--- config.mk ---
export PLATFORM = sky130hd
export DESIGN_NAME = hmw_top
export DESIGN_NICKNAME = d
export VERILOG_FILES = /design/src/rtl/hmw_pkg.sv /design/src/rtl/hmw_mailbox.sv /design/src/rtl/hmw_addr_reg.sv /design/src/rtl/hmw_word_port.sv /design/src/rtl/hmw_top.sv
export SDC_FILE = /design/constraint.sdc
export NUM_CORES = 1
export LEC_CHECK = 0
export ABC_AREA = 0
export BUFFER_PORTS_ARGS = -buffer_cell sky130_fd_sc_hd__clkbuf_2
export CAP_MARGIN = 10
export CORE_ASPECT_RATIO = 0.6
export CORE_UTILIZATION = 30
export CTS_CLUSTER_DIAMETER = 30
export CTS_CLUSTER_SIZE = 28
export DETAILED_ROUTE_END_ITERATION = 8
export PLACE_DENSITY = 0.57
export SETUP_SLACK_MARGIN = 0.15
export SYNTH_ARGS = -nofsm -noshare
export SYNTH_HDL_FRONTEND = slang
export SYNTH_HIERARCHICAL = 1
export SYNTH_SLANG_ARGS = --single-unit
--- constraint.sdc ---
create_clock -name clk -period 3.5 [get_ports clk]
set_clock_uncertainty 0.2 [all_clocks]
set_input_delay 0.7 -clock clk [delete_from_list [all_inputs] [get_ports clk]]
set_output_delay 0.7 -clock clk [all_outputs]
set_load 0.05 [all_outputs]
--- src/rtl/hmw_pkg.sv ---
package hmw_pkg;

  typedef enum logic [1:0] {
    MODE_B8      = 2'd0,
    MODE_B16     = 2'd1,
    MODE_B32     = 2'd2,
    MODE_B32_INC = 2'd3
  } acc_mode_e;

  localparam logic [2:0] OFF_H2D = 3'd0;
  localparam logic [2:0] OFF_D2H = 3'd1;
  localparam logic [2:0] OFF_ALO = 3'd2;
  localparam logic [2:0] OFF_AHI = 3'd3;
  localparam logic [1:0] TOP_LANE = 2'd3;

  // byte n of a word
  function automatic logic [7:0] lane_of(logic [31:0] w, logic [1:0] n);
    return w[8*n +: 8];
  endfunction

  // word with byte n replaced
  function automatic logic [31:0] lane_merge(logic [31:0] w, logic [1:0] n, logic [7:0] b);
    logic [31:0] r;
    r = w;
    r[8*n +: 8] = b;
    return r;
  endfunction

  function automatic logic [3:0] lane_be(logic [1:0] n);
    return 4'b0001 << n;
  endfunction

endpackage

--- src/rtl/hmw_mailbox.sv ---
module hmw_mailbox (
  input  logic       clk,
  input  logic       rst_n,
  input  logic       wr,
  input  logic [7:0] wdata,
  input  logic       rd_clr,
  output logic [7:0] data,
  output logic       full
);
  logic [7:0] data_q;
  logic       full_q;

  always_ff @(posedge clk) begin
    if (!rst_n) begin
      data_q <= '0;
      full_q <= 1'b0;
    end else begin
      if (wr) data_q <= wdata;
      // a write in the same cycle as the clear wins
      if (wr)          full_q <= 1'b1;
      else if (rd_clr) full_q <= 1'b0;
    end
  end

  assign data = data_q;
  assign full = full_q;
endmodule

--- src/rtl/hmw_addr_reg.sv ---
module hmw_addr_reg
  import hmw_pkg::*;
#(
  parameter int ADDR_W = 15,
  localparam int WA = ADDR_W - 2
) (
  input  logic          clk,
  input  logic          rst_n,
  input  logic          wr_lo,
  input  logic          wr_hi,
  input  logic          step,
  input  logic [7:0]    wdata,
  output logic [WA-1:0] waddr,
  output logic [WA-1:0] waddr_nxt,
  output acc_mode_e     mode,
  output logic          chg,
  output logic [7:0]    lo_rb,
  output logic [7:0]    hi_rb
);
  localparam int LOW_W = 6;

  logic [WA-1:0] waddr_q, nxt;
  acc_mode_e     mode_q, mode_nxt;
  logic          inc_fire;

  function automatic logic [WA-1:0] set_low(logic [WA-1:0] a, logic [7:0] b);
    logic [WA-1:0] r;
    r = a;
    r[LOW_W-1:0] = b[7:2];
    return r;
  endfunction

  // high byte fills bits above the low six; excess bits drop off
  function automatic logic [WA-1:0] set_high(logic [WA-1:0] a, logic [7:0] b);
    return WA'((int'(b) % 128) * (1 << LOW_W) + int'(a[LOW_W-1:0]));
  endfunction

  function automatic logic [WA-1:0] step_word(logic [WA-1:0] a);
    return a + 1'b1;
  endfunction

  assign inc_fire = step && (mode_q == MODE_B32_INC);

  always_comb begin
    nxt      = waddr_q;
    mode_nxt = mode_q;
    if (wr_lo) begin
      nxt      = set_low(waddr_q, wdata);
      mode_nxt = acc_mode_e'(wdata[1:0]);
    end else if (wr_hi) begin
      nxt = set_high(waddr_q, wdata);
    end else if (inc_fire) begin
      nxt = step_word(waddr_q);
    end
  end

  always_ff @(posedge clk) begin
    if (!rst_n) begin
      waddr_q <= '0;
      mode_q  <= MODE_B8;
    end else begin
      waddr_q <= nxt;
      mode_q  <= mode_nxt;
    end
  end

  assign waddr     = waddr_q;
  assign waddr_nxt = nxt;
  assign mode      = mode_q;
  assign chg       = wr_lo | wr_hi | inc_fire;
  assign lo_rb     = {waddr_q[LOW_W-1:0], mode_q};
  assign hi_rb     = 8'(waddr_q >> LOW_W);
endmodule

--- src/rtl/hmw_word_port.sv ---
module hmw_word_port
  import hmw_pkg::*;
#(
  parameter int WA = 13
) (
  input  logic          clk,
  input  logic          rst_n,
  input  logic          lane_wr,
  input  logic [1:0]    lane,
  input  logic [7:0]    wdata,
  input  logic [WA-1:0] waddr,
  input  logic [WA-1:0] waddr_nxt,
  input  logic          chg,
  input  logic [31:0]   mem_rdata,
  output logic [31:0]   cur_word,
  output logic          mem_re,
  output logic [WA-1:0] mem_raddr,
  output logic          mem_we,
  output logic [WA-1:0] mem_waddr,
  output logic [3:0]    mem_be,
  output logic [31:0]   mem_wdata
);
  logic        boot_q;   // one fetch of word 0 out of reset
  logic        land_q;   // mem_rdata holds a fresh fetch this cycle
  logic [31:0] shadow_q; // coherent copy of the current word

  always_ff @(posedge clk) begin
    if (!rst_n) begin
      boot_q   <= 1'b1;
      land_q   <= 1'b0;
      shadow_q <= '0;
    end else begin
      boot_q <= 1'b0;
      land_q <= chg | boot_q;
      if (lane_wr)     shadow_q <= lane_merge(cur_word, lane, wdata);
      else if (land_q) shadow_q <= mem_rdata;
    end
  end

  assign cur_word  = land_q ? mem_rdata : shadow_q;
  assign mem_re    = chg | boot_q;
  assign mem_raddr = chg ? waddr_nxt : waddr;
  assign mem_we    = lane_wr;
  assign mem_waddr = waddr;
  assign mem_be    = lane_be(lane);
  assign mem_wdata = {4{wdata}};
endmodule

--- src/rtl/hmw_top.sv ---
module hmw_top
  import hmw_pkg::*;
#(
  parameter int ADDR_W = 15,
  localparam int WA = ADDR_W - 2
) (
  input  logic          clk,
  input  logic          rst_n,
  input  logic          host_we,
  input  logic          host_re,
  input  logic [2:0]    host_off,
  input  logic [7:0]    host_wdata,
  output logic [7:0]    host_rdata,
  input  logic          dev_h2d_rd,
  output logic [7:0]    dev_h2d_data,
  output logic          h2d_full,
  input  logic          dev_d2h_we,
  input  logic [7:0]    dev_d2h_wdata,
  output logic          d2h_full,
  output logic          mem_re,
  output logic [WA-1:0] mem_raddr,
  input  logic [31:0]   mem_rdata,
  output logic          mem_we,
  output logic [WA-1:0] mem_waddr,
  output logic [3:0]    mem_be,
  output logic [31:0]   mem_wdata
);
  // decoded host events, named for the checker
  logic          host_rd, is_data, lane_wr, lane_step, addr_chg;
  logic          wr_lo, wr_hi, wr_h2d, rd_d2h;
  logic [1:0]    lane;
  logic [WA-1:0] cur_waddr, nxt_waddr;
  acc_mode_e     addr_mode;
  logic [7:0]    lo_rb, hi_rb, d2h_data;
  logic [31:0]   cur_word;
  logic [7:0]    rdata_q, rdata_mux;

  assign host_rd   = host_re & ~host_we;
  assign is_data   = host_off[2];
  assign lane      = host_off[1:0];
  assign lane_wr   = host_we & is_data;
  assign lane_step = (host_we | host_rd) & is_data & (lane == TOP_LANE);
  assign wr_lo     = host_we & (host_off == OFF_ALO);
  assign wr_hi     = host_we & (host_off == OFF_AHI);
  assign wr_h2d    = host_we & (host_off == OFF_H2D);
  assign rd_d2h    = host_rd & (host_off == OFF_D2H);

  hmw_addr_reg #(.ADDR_W(ADDR_W)) u_addr (
    .clk, .rst_n,
    .wr_lo, .wr_hi,
    .step      (lane_step),
    .wdata     (host_wdata),
    .waddr     (cur_waddr),
    .waddr_nxt (nxt_waddr),
    .mode      (addr_mode),
    .chg       (addr_chg),
    .lo_rb, .hi_rb
  );

  hmw_word_port #(.WA(WA)) u_word (
    .clk, .rst_n,
    .lane_wr, .lane,
    .wdata     (host_wdata),
    .waddr     (cur_waddr),
    .waddr_nxt (nxt_waddr),
    .chg       (addr_chg),
    .mem_rdata, .cur_word,
    .mem_re, .mem_raddr, .mem_we, .mem_waddr, .mem_be, .mem_wdata
  );

  hmw_mailbox u_h2d (
    .clk, .rst_n,
    .wr     (wr_h2d),
    .wdata  (host_wdata),
    .rd_clr (dev_h2d_rd),
    .data   (dev_h2d_data),
    .full   (h2d_full)
  );

  hmw_mailbox u_d2h (
    .clk, .rst_n,
    .wr     (dev_d2h_we),
    .wdata  (dev_d2h_wdata),
    .rd_clr (rd_d2h),
    .data   (d2h_data),
    .full   (d2h_full)
  );

  always_comb begin
    unique case (host_off)
      OFF_H2D: rdata_mux = dev_h2d_data;
      OFF_D2H: rdata_mux = d2h_data;
      OFF_ALO: rdata_mux = lo_rb;
      OFF_AHI: rdata_mux = hi_rb;
      default: rdata_mux = lane_of(cur_word, lane);
    endcase
  end

  always_ff @(posedge clk) begin
    if (!rst_n)       rdata_q <= '0;
    else if (host_rd) rdata_q <= rdata_mux;
  end

  assign host_rdata = rdata_q;
endmodule

==> results of run 1 <==
[state kept, by name (all words and copies together), names as in the netlist]
name	flops
u_addr/mode	2
u_word/land_q	1
u_word/shadow_q	32
u_d2h/full	1
u_d2h/data	8
host_rdata	8
u_addr/waddr	13
u_h2d/data	8
u_word/boot_q	1
u_h2d/full	1
[final timing paths]
path / from / end / cells after the start
max: host_off[0] / mem_raddr[9] / 8
min: u_d2h/data[7] / u_d2h/data[7] / 2
max reg2reg: u_word/land_q / host_rdata[3] / 6
min reg2reg: u_d2h/data[7] / u_d2h/data[7] / 2
[worst register-to-register path, stage by stage (launching register included)]
cell and delay [ns]:
dfxtp_2 0.84, buf_4 0.37, mux2_4 0.33, mux2i_1 0.17
a22oi_1 0.11, a21oi_1 0.21, nor2_1 0.06
[cells in the final DEF (no fill, tap or decap), types with 3 or more instances in the layout]
| cell type | n |
|---|---|
| mux2_4 | 40 |
| o21a_1 | 3 |
| a21oi_1 | 9 |
| and2_1 | 6 |
| buf_6 | 10 |
| mux2_2 | 6 |
| nor2_4 | 7 |
| nor2_1 | 16 |
| clkinv_4 | 3 |
| or3_1 | 3 |
| o21ai_0 | 18 |
| nand2_1 | 28 |
| nand3_1 | 34 |
| o21ai_1 | 26 |
| nor4_4 | 4 |
| dfxtp_1 | 72 |
| a21oi_2 | 4 |
| buf_12 | 5 |
| a22oi_1 | 18 |
| xnor2_2 | 3 |
| nand3b_1 | 3 |
| buf_4 | 50 |
| nor2b_1 | 24 |
| clkbuf_16 | 12 |
| buf_8 | 14 |
| mux2i_1 | 51 |
| nor4_1 | 3 |
| dfxtp_2 | 3 |
| clkbuf_2 | 119 |
| inv_1 | 6 |
| ha_1 | 9 |
| nand2b_1 | 3 |
| a211oi_1 | 4 |
[metrics by stage]
step	util	std cells	setup WS, ns
finish	0.412	878	-0.0946
global route	0.412	878	-0.140
CTS	0.393	867	-0.129
detailed placement	0.349	841	-0.242
global placement	0.349	841	-0.218
floorplan	-	534	-0.185
[timing repair]
action                     4_1_cts  5_1_grt
setup buffers                    9       11
setup endpoints to repair       13       13
pin swaps                        9       22
gates cloned                     1        0
hold buffers                     0        0
gates resized for setup         67       57
[per-layer routing]
metal	vias up	track usage	wire, µm
met5	-	0	13
met4	2	0.0329	85
met3	8	0.0496	1320
met2	193	0.284	6800
met1	2169	0.300	8690
li1	2123	-	-
[layout make-up]
cell class | count | area, µm²
multi-input cells | 366 | 3060
repair buffers | 204 | 1500
clock inverters | 6 | 90.1
well taps | 209 | 262
clock buffers | 10 | 229
flip-flops and latches | 75 | 1510
inverters | 8 | 35.0
fillers | 1585 | 9540
[power by group]
group / switching [mW] / internal (mW)
Sequential: 0.0355 / 0.897
Combinational: 0.382 / 0.244
Clock: 0.372 / 0.626
==> impl_results.md, run 1 <==
- R2R setup slack: 1.09 ns
- PortBufs: 138
- Slew Viols, Final: 0
- WP buf/inv: 2
- HPWL after DPL: 12900 µm
- Required @ worst endpoint: 2.60 ns
- Worst-Skew Late Latency: 0.33 ns
- Crit path cell chain: buf_8 > o2111a_2 > nand3_4 > or4_4 > o311a_1 > or3_1 > mux2_4 > clkbuf_16
- Area of the core: 16200 µm²
- Tcrit/Tclk final: 1.03
- Final Cell Area: 6680 µm²
- DR pass1 iterations: 7
- Gr usage total: 0.199
- Final hold slack: 0.338 ns
- Worst path max stage delay: 0.50 ns
- Sum Neg Setup Slack: -0.144 ns
- Mapped Nets: 600
- Clock Tree Root: clkbuf_16
- MaxCap Viol Count: 0
- Clk pin slew, worst setup/hold paths: 0.06 ns
- Largest net degree at the start of global routing: 46
- Post-DR wirelength/cell: 19.3 µm
- Die width: 168 µm
- Cell Area, Synth: 4980 µm²
- Die H: 102 µm
- Slowest cell on the critical path: or4_4
- Initial drt markers: 335
- IO Pins: 139
- Critical Path End Type: output port
- Avg Synthesized Cell Area: 9.33 µm²
- Failing checks: negative setup slack
- Initial Util: 0.307
- Initial antenna violation count: 1
- Clock sink count: 75
- Slew @ Worst Pin: 0.786 ns
- Syn Inst Count: 534
- Vias/cell: 5.12
- CTS Buf Count: 9
- Die area: 17200 µm²
- WP data arrival: 2.69 ns
- Total power: 2.56 mW
- Vias in the first global route: 4262
- Final WS setup: -0.0946 ns
- CTS Buffer Depth: 2
- PwrDens: 383 nW/µm²
- # DRC: 0
- Dpl cell area: 5660 µm²
- Synth Warn #: 6
- Syn-to-layout area delta: 34.0%
- Nets: 730
- Crit path max-delay family: simple AND/OR/NAND/NOR gates
- CTS tree: yes
- Final Wtd Congestion: 0.880
- Worst setup path category: input pin to output port
- VDD IR max: 245 µV
- Crit-path max FO: 2
- # diodes: 0
- Status: finished with violations
- Clock period minus worst slack: 3.59 ns
- Final setup fails: 3
- Lkg Pwr: 2.97 nW
- Share of cells above drive strength 1: 0.462
- Vias: 4495
- Grt ovf: 0
- RSZ-0062 raised after global routing: true
- Fmax: 0.278 GHz
- Final ANT Viol Nets: 0
- Number of cell rows: 36
- Slew HR: 0.476
- H-tree lvl count: 3
- CP startpoint kind: input pin
- Worst hold-check path type: register to register
- First-pass GRT wire length: 25200 µm
- Count of final hold-check violations: 0
- WL final: 16900 µm
No activity file was read; power rests on OpenSTA's default activity.
==> run 2: changes to the inputs <==
Settings changed: CORE_MARGIN from default to 4.
==> run 2 against run 1 <==
The flow still finishes with violations (negative setup slack). Non-clock buffer count is 5 lower. Critical path depth did not move. Via count decreased by 0.53%. Sequential share of layout area grew 0.36 points. Clock power grew 9%. Flip-flop and latch count did not move. Combinational power about the same. Wire length up 1.5%. Fmax grew 0.36%. Sequential power barely moved. Total power rose by 3.6%. Cell count up 1.5%.
==> impl_results.md, run 2 (synthesis results as in run 1) <==
- Multi-input gate area: 3000 µm² (-1.8%)
- Clock sink count: 75 (unchanged)
- IO Pins: 139 (unchanged)
- Final core utilization: 0.405 (-0.00699)
- RSZ-0062 raised after global routing: true
- Worst hold-check path type: register to register
- Tcrit/Tclk final: 1.02 (-0.00369)
- Die area: 18800 µm² (+9.7%)
- Slew HR: 0.434 (-0.0418)
- R2R setup slack: 1.01 ns (-0.08 ns)
- CP startpoint kind: input pin
- Clock Tree Root: clkbuf_16
- Failing checks: negative setup slack
- Fillers: 1576 (-0.57%)
- Gr usage total: 0.175 (-0.0236)
- Required @ worst endpoint: 2.60 ns (about the same)
- VDD IR max: 206 µV (-16%)
- Die width: 174 µm (+3.6%)
- Slew @ Worst Pin: 0.849 ns (+0.0627 ns)
- Slew Viols, Final: 0 (unchanged)
- Final WS setup: -0.0817 ns (+0.0129 ns)
- Final setup fails: 1 (-2)
- Largest net degree at the start of global routing: 38 (-17%)
- Final Wtd Congestion: 0.890 (+1.1%)
- Clock period minus worst slack: 3.58 ns (-0.0129 ns)
- Share of cells above drive strength 1: 0.456 (-0.00638)
- Worst-Skew Late Latency: 0.34 ns (about the same)
- Final ANT Viol Nets: 0 (unchanged)
- Nets: 725 (-0.68%)
- CTS Hold Bufs: 0 (unchanged)
- MaxCap Viol Count: 0 (unchanged)
- PwrDens: 402 nW/µm² (+5.1%)
- Critical Path End Type: output port
- FF+latch area: 1510 µm² (+0.17%)
- Initial Util: 0.307 (-0.000852)
- # diodes: 0 (unchanged)
- Worst setup path category: input pin to output port
- Status: finished with violations
- Fmax: 0.279 GHz (+0.36%)
- Initial drt markers: 300 (-10%)
- Pre-CTS setup slack: -0.240 ns (+0.00227 ns)
- CTS Buffer Depth: 2 (unchanged)
- Clk pin slew, worst setup/hold paths: 0.06 ns (about the same)
- Total power: 2.65 mW (+3.6%)
- WL final: 17200 µm (+1.5%)
- Vias/cell: 5.02 (-2.0%)
- # DRC: 0 (unchanged)
- Most frequent cells in the layout: clkbuf_2 (119), dfxtp_1 (72), mux2i_1 (51), buf_4 (47), mux2_4 (41)
- PortBufs: 138 (unchanged)
- CTS tree: yes
- H-tree lvl count: 3 (unchanged)
- Leading cell type in the layout, fill and taps excluded: clkbuf_2
- Max reg flops: 32 (unchanged)
- Crit-path max FO: 2 (unchanged)
- Post-DR wirelength/cell: 19.3 µm (about the same)
- Number of cell rows: 36 (unchanged)
- First-pass GRT wire length: 25000 µm (-0.58%)
- Most flops, register: u_word/shadow_q
- Vias: 4471 (-0.53%)
- CTS Buf Count: 9 (unchanged)
- Initial antenna violation count: 0 (-1)
- Lkg Pwr: 2.91 nW (-2.0%)
- Vias in the first global route: 4133 (-3.0%)
- Die H: 108 µm (+5.9%)
- DR pass1 iterations: 5 (-2)
- Area of the core: 16300 µm² (+0.28%)
- Syn-to-layout area delta: 32.1%
- HPWL after DPL: 12900 µm (+0.15%)
- Count of final hold-check violations: 0 (unchanged)
- Grt ovf: 0 (unchanged)
- WP data arrival: 2.68 ns (about the same)
-- run 2: timing repair --
action / in CTS / in global routing
gates resized for setup: 48 / 64
endpoints found under the setup margin: 14 / 13
pin swaps: 8 / 15
buffers inserted: 4 / 17
-- run 2: area by class of cell --
class                      count  share of cell area
tap                          228              0.0433
multi-input combinational    366               0.456
inverter                       8             0.00475
clock buffer                  11              0.0384
sequential                    75               0.229
clock inverter                 4              0.0148
timing repair buffer         199               0.214
-- run 2: path summary, 6_finish.rpt --
kind / to / from / cells past startpoint
worst max-delay path: mem_raddr[9] / host_we / 8
worst min-delay path: u_d2h/data[0] / u_d2h/data[0] / 2
worst max register to register: host_rdata[4] / u_word/land_q / 6
worst min register to register: u_d2h/data[0] / u_d2h/data[0] / 2
-- run 2: power by group --
group / switching, mW / internal [mW]
clock network: 0.360 / 0.731
logic: 0.381 / 0.242
registers: 0.0351 / 0.897
-- run 2: metrics by stage --
stage	setup TNS, ns	instance area [µm²]	std cells	hold slack [ns]
2_1_floorplan	-0.967	5020	534	0.282
3_3_place_gp	-1.09	5640	855	0.305
3_5_place_dp	-1.80	5640	855	0.317
4_1_cts	-0.153	6230	874	0.341
5_1_grt	-0.133	6590	891	0.353
6_report	-0.0817	6590	891	0.340
-- run 2: worst max-delay path, cell delays in order --
cell and delay (ns):
buf_6 0.07, o2111a_2 0.24, nand3_4 0.07, or4_4 0.50, o311a_1 0.32, or3_1 0.36, mux2_4 0.27, buf_8 0.15
-- run 2: layer usage --
| layer | vias to the layer above | part of all wire | GRT usage |
|---|---|---|---|
| met1 | 2156 | 0.52 | 0.265 |
| met3 | 11 | 0.077 | 0.0484 |
| li1 | 2105 | - | - |
| met4 | 0 | 0.011 | 0.0407 |
| met5 | - | 0 | 0 |
| met2 | 199 | 0.40 | 0.242 |
==> run 3: changes to the inputs <==
Settings changed: CORE_UTILIZATION 30 to 48, CTS_BUF_LIST from default to sky130_fd_sc_hd__clkbuf_16, PLACE_DENSITY 0.57 to 0.81.
==> run 3 against run 2 <==
The flow still finishes with violations (negative setup slack). Sequential share of layout area increased by 0.21 points. Setup slack got worse by 0.020 ns. Via count increased by 3.6%. Non-clock buffer count increased by 4. Register-to-register slack improved by 0.06 ns. Highest routed layer unchanged.
==> impl_results.md, run 3 (synthesis results as in run 1) <==
- Final setup fails: 3 (+2)
- Layout Cells excl Fill: 803 (-9.9%)
- Worst path max stage delay: 0.49 ns (about the same)
- Final WS setup: -0.102 ns (-0.0203 ns)
- DP Cell Count: 769 (-10%)
- Gr usage total: 0.263 (+0.0881)
- CTS tree: yes
- Final hold slack: 0.332 ns (-0.00827 ns)
- Area of the core: 9980 µm² (-39%)
- Slew @ Worst Pin: 0.916 ns (+0.0673 ns)
- Initial drt markers: 374 (+25%)
- Leading cell type in the layout, fill and taps excluded: clkbuf_2
- Final ANT Viol Nets: 0 (unchanged)
- Clk pin slew, worst setup/hold paths: 0.05 ns (about the same)
- Hold depth: 2 (unchanged)
- Most frequent cells in the layout: clkbuf_2 (120), dfxtp_1 (72), buf_4 (51), mux2i_1 (50), mux2_4 (42)
- Slew HR: 0.389 (-0.0448)
- Most flops, register: u_word/shadow_q
- R2R Path End: host_rdata[0]
- Worst hold-check path type: register to register
- WP depth: 8 (unchanged)
- Share of cells above drive strength 1: 0.443 (-0.0124)
- # DRC: 0 (unchanged)
- Clock period minus worst slack: 3.60 ns (+0.0203 ns)
- Critical Path End Type: output port
- VDD IR max: 283 µV (+38%)
- Final Wtd Congestion: 0.942 (+5.8%)
- RSZ-0062 raised after global routing: true
- H-tree lvl count: 3 (unchanged)
- PortBufs: 138 (unchanged)
- Final core utilization: 0.654 (+0.249)
- FF-to-FF Start: u_word/land_q
- Clock Tree Root: clkbuf_16
- Nets: 729 (+0.55%)
- Required @ worst endpoint: 2.60 ns (about the same)
- Pre-CTS setup slack: -0.239 ns (+0.000781 ns)
- Worst-Skew Late Latency: 0.34 ns (about the same)
- Max reg flops: 32 (unchanged)
- Final Cell Area: 6530 µm² (-0.89%)
- Worst Hold Path EP: u_d2h/data[0]
- MaxCap Viol Count: 0 (unchanged)
- Die area: 12100 µm² (-35%)
- Lkg Pwr: 2.95 nW (+1.2%)
- Dpl cell area: 5620 µm² (-0.42%)
- Count of final hold-check violations: 0 (unchanged)
- Vias/cell: 5.77 (+15%)
- Largest net degree at the start of global routing: 57 (+50%)
- Status: finished with violations
- Crit path cell chain: buf_8 > o2111a_2 > nand3_4 > or4_4 > o311a_1 > or3_1 > mux2_4 > clkbuf_16
- Vias: 4630 (+3.6%)
- Post-DR wirelength/cell: 20.6 µm (+6.8%)
- Initial Util: 0.499 (+0.193)
- Tcrit/Tclk final: 1.03 (+0.00580)
- Slowest cell on the critical path: or4_4
- IO Pins: 139 (unchanged)
- WP data arrival: 2.70 ns (+0.02 ns)
- R2R setup slack: 1.07 ns (+0.06 ns)
- Worst setup path category: input pin to output port
- Syn-to-layout area delta: 30.9%
- Fmax: 0.278 GHz (-0.56%)
- WP buf/inv: 2 (unchanged)
- R2R cell count: 6 (unchanged)
- Vias in the first global route: 4482 (+8.4%)
- Number of cell rows: 28 (-22%)
- Crit-path max FO: 3 (+1)
- Die width: 140 µm (-20%)
- Crit path launch: host_off[1]
- PwrDens: 401 nW/µm² (-0.24%)
- Grt ovf: 0 (unchanged)
- Crit path max-delay family: simple AND/OR/NAND/NOR gates
- CP startpoint kind: input pin
- Min-delay src: u_d2h/data[0]
- # diodes: 0 (unchanged)
- HPWL after DPL: 11900 µm (-7.7%)
- CTS Buffer Depth: 2 (unchanged)
- Die H: 86.9 µm (-19%)
- Failing checks: negative setup slack
- Clock sink count: 75 (unchanged)
- WL final: 16500 µm (-3.8%)
- DR pass1 iterations: 5 (unchanged)
- CTS Buf Count: 9 (unchanged)
- Initial antenna violation count: 0 (unchanged)
- First-pass GRT wire length: 24800 µm (-0.86%)
- Slew Viols, Final: 0 (unchanged)
run 3: routing by layer:
| metal | up-vias | GRT usage | part of all wire |
|---|---|---|---|
| li1 | 2116 | - | - |
| met1 | 2234 | 0.372 | 0.45 |
| met2 | 255 | 0.392 | 0.43 |
| met3 | 25 | 0.0741 | 0.099 |
| met4 | 0 | 0.0783 | 0.017 |
| met5 | - | 0 | 0 |
run 3: metrics by stage:
| step | power [mW] | TNS (ns) |
|---|---|---|
| after floorplan | 1.39 | -0.967 |
| after global placement | 1.51 | -0.682 |
| after detailed placement | 1.52 | -0.920 |
| after CTS | 2.59 | -0.307 |
| after global routing | 2.69 | -0.428 |
| final | 2.62 | -0.174 |
run 3: worst max path at each step:
stage | end | slack (ns)
4_1_cts | mem_raddr[9] | -0.14
2_1_floorplan | mem_raddr[9] | -0.18
5_1_grt | mem_raddr[9] | -0.16
6_report | mem_raddr[9] | -0.10
3_5_place_dp | mem_raddr[12] | -0.24
3_3_place_gp | mem_raddr[9] | -0.21
run 3: tightest hold or removal path, delay by kind of cell, from the launching register on:
| family | cells | cell delay, ns |
|---|---|---|
| and+or+nand+nor | 1 | 0.05 |
| muxes | 1 | 0.12 |
| DFF | 1 | 0.31 |
run 3: final cells by class:
cell class	instances	area (µm²)
Fill cell	803	3460
Multi-Input combinational cell	366	2970
Timing Repair Buffer	203	1510
Sequential cell	75	1510
Clock buffer	9	225
Tap cell	135	169
Clock inverter	7	106
Inverter	8	32.5
run 3: where the power goes:
part	switching [mW]	internal, mW
registers	0.0349	0.897
clock network	0.365	0.688
logic	0.381	0.251
total	0.781	1.84
run 3: what timing repair did:
action | 4_1_cts | 5_1_grt
setup buffers | 9 | 8
gates cloned | 1 | 0
hold buffers | 0 | 0
endpoints found under the setup margin | 13 | 14
resized for setup | 51 | 49
pin swaps | 6 | 12
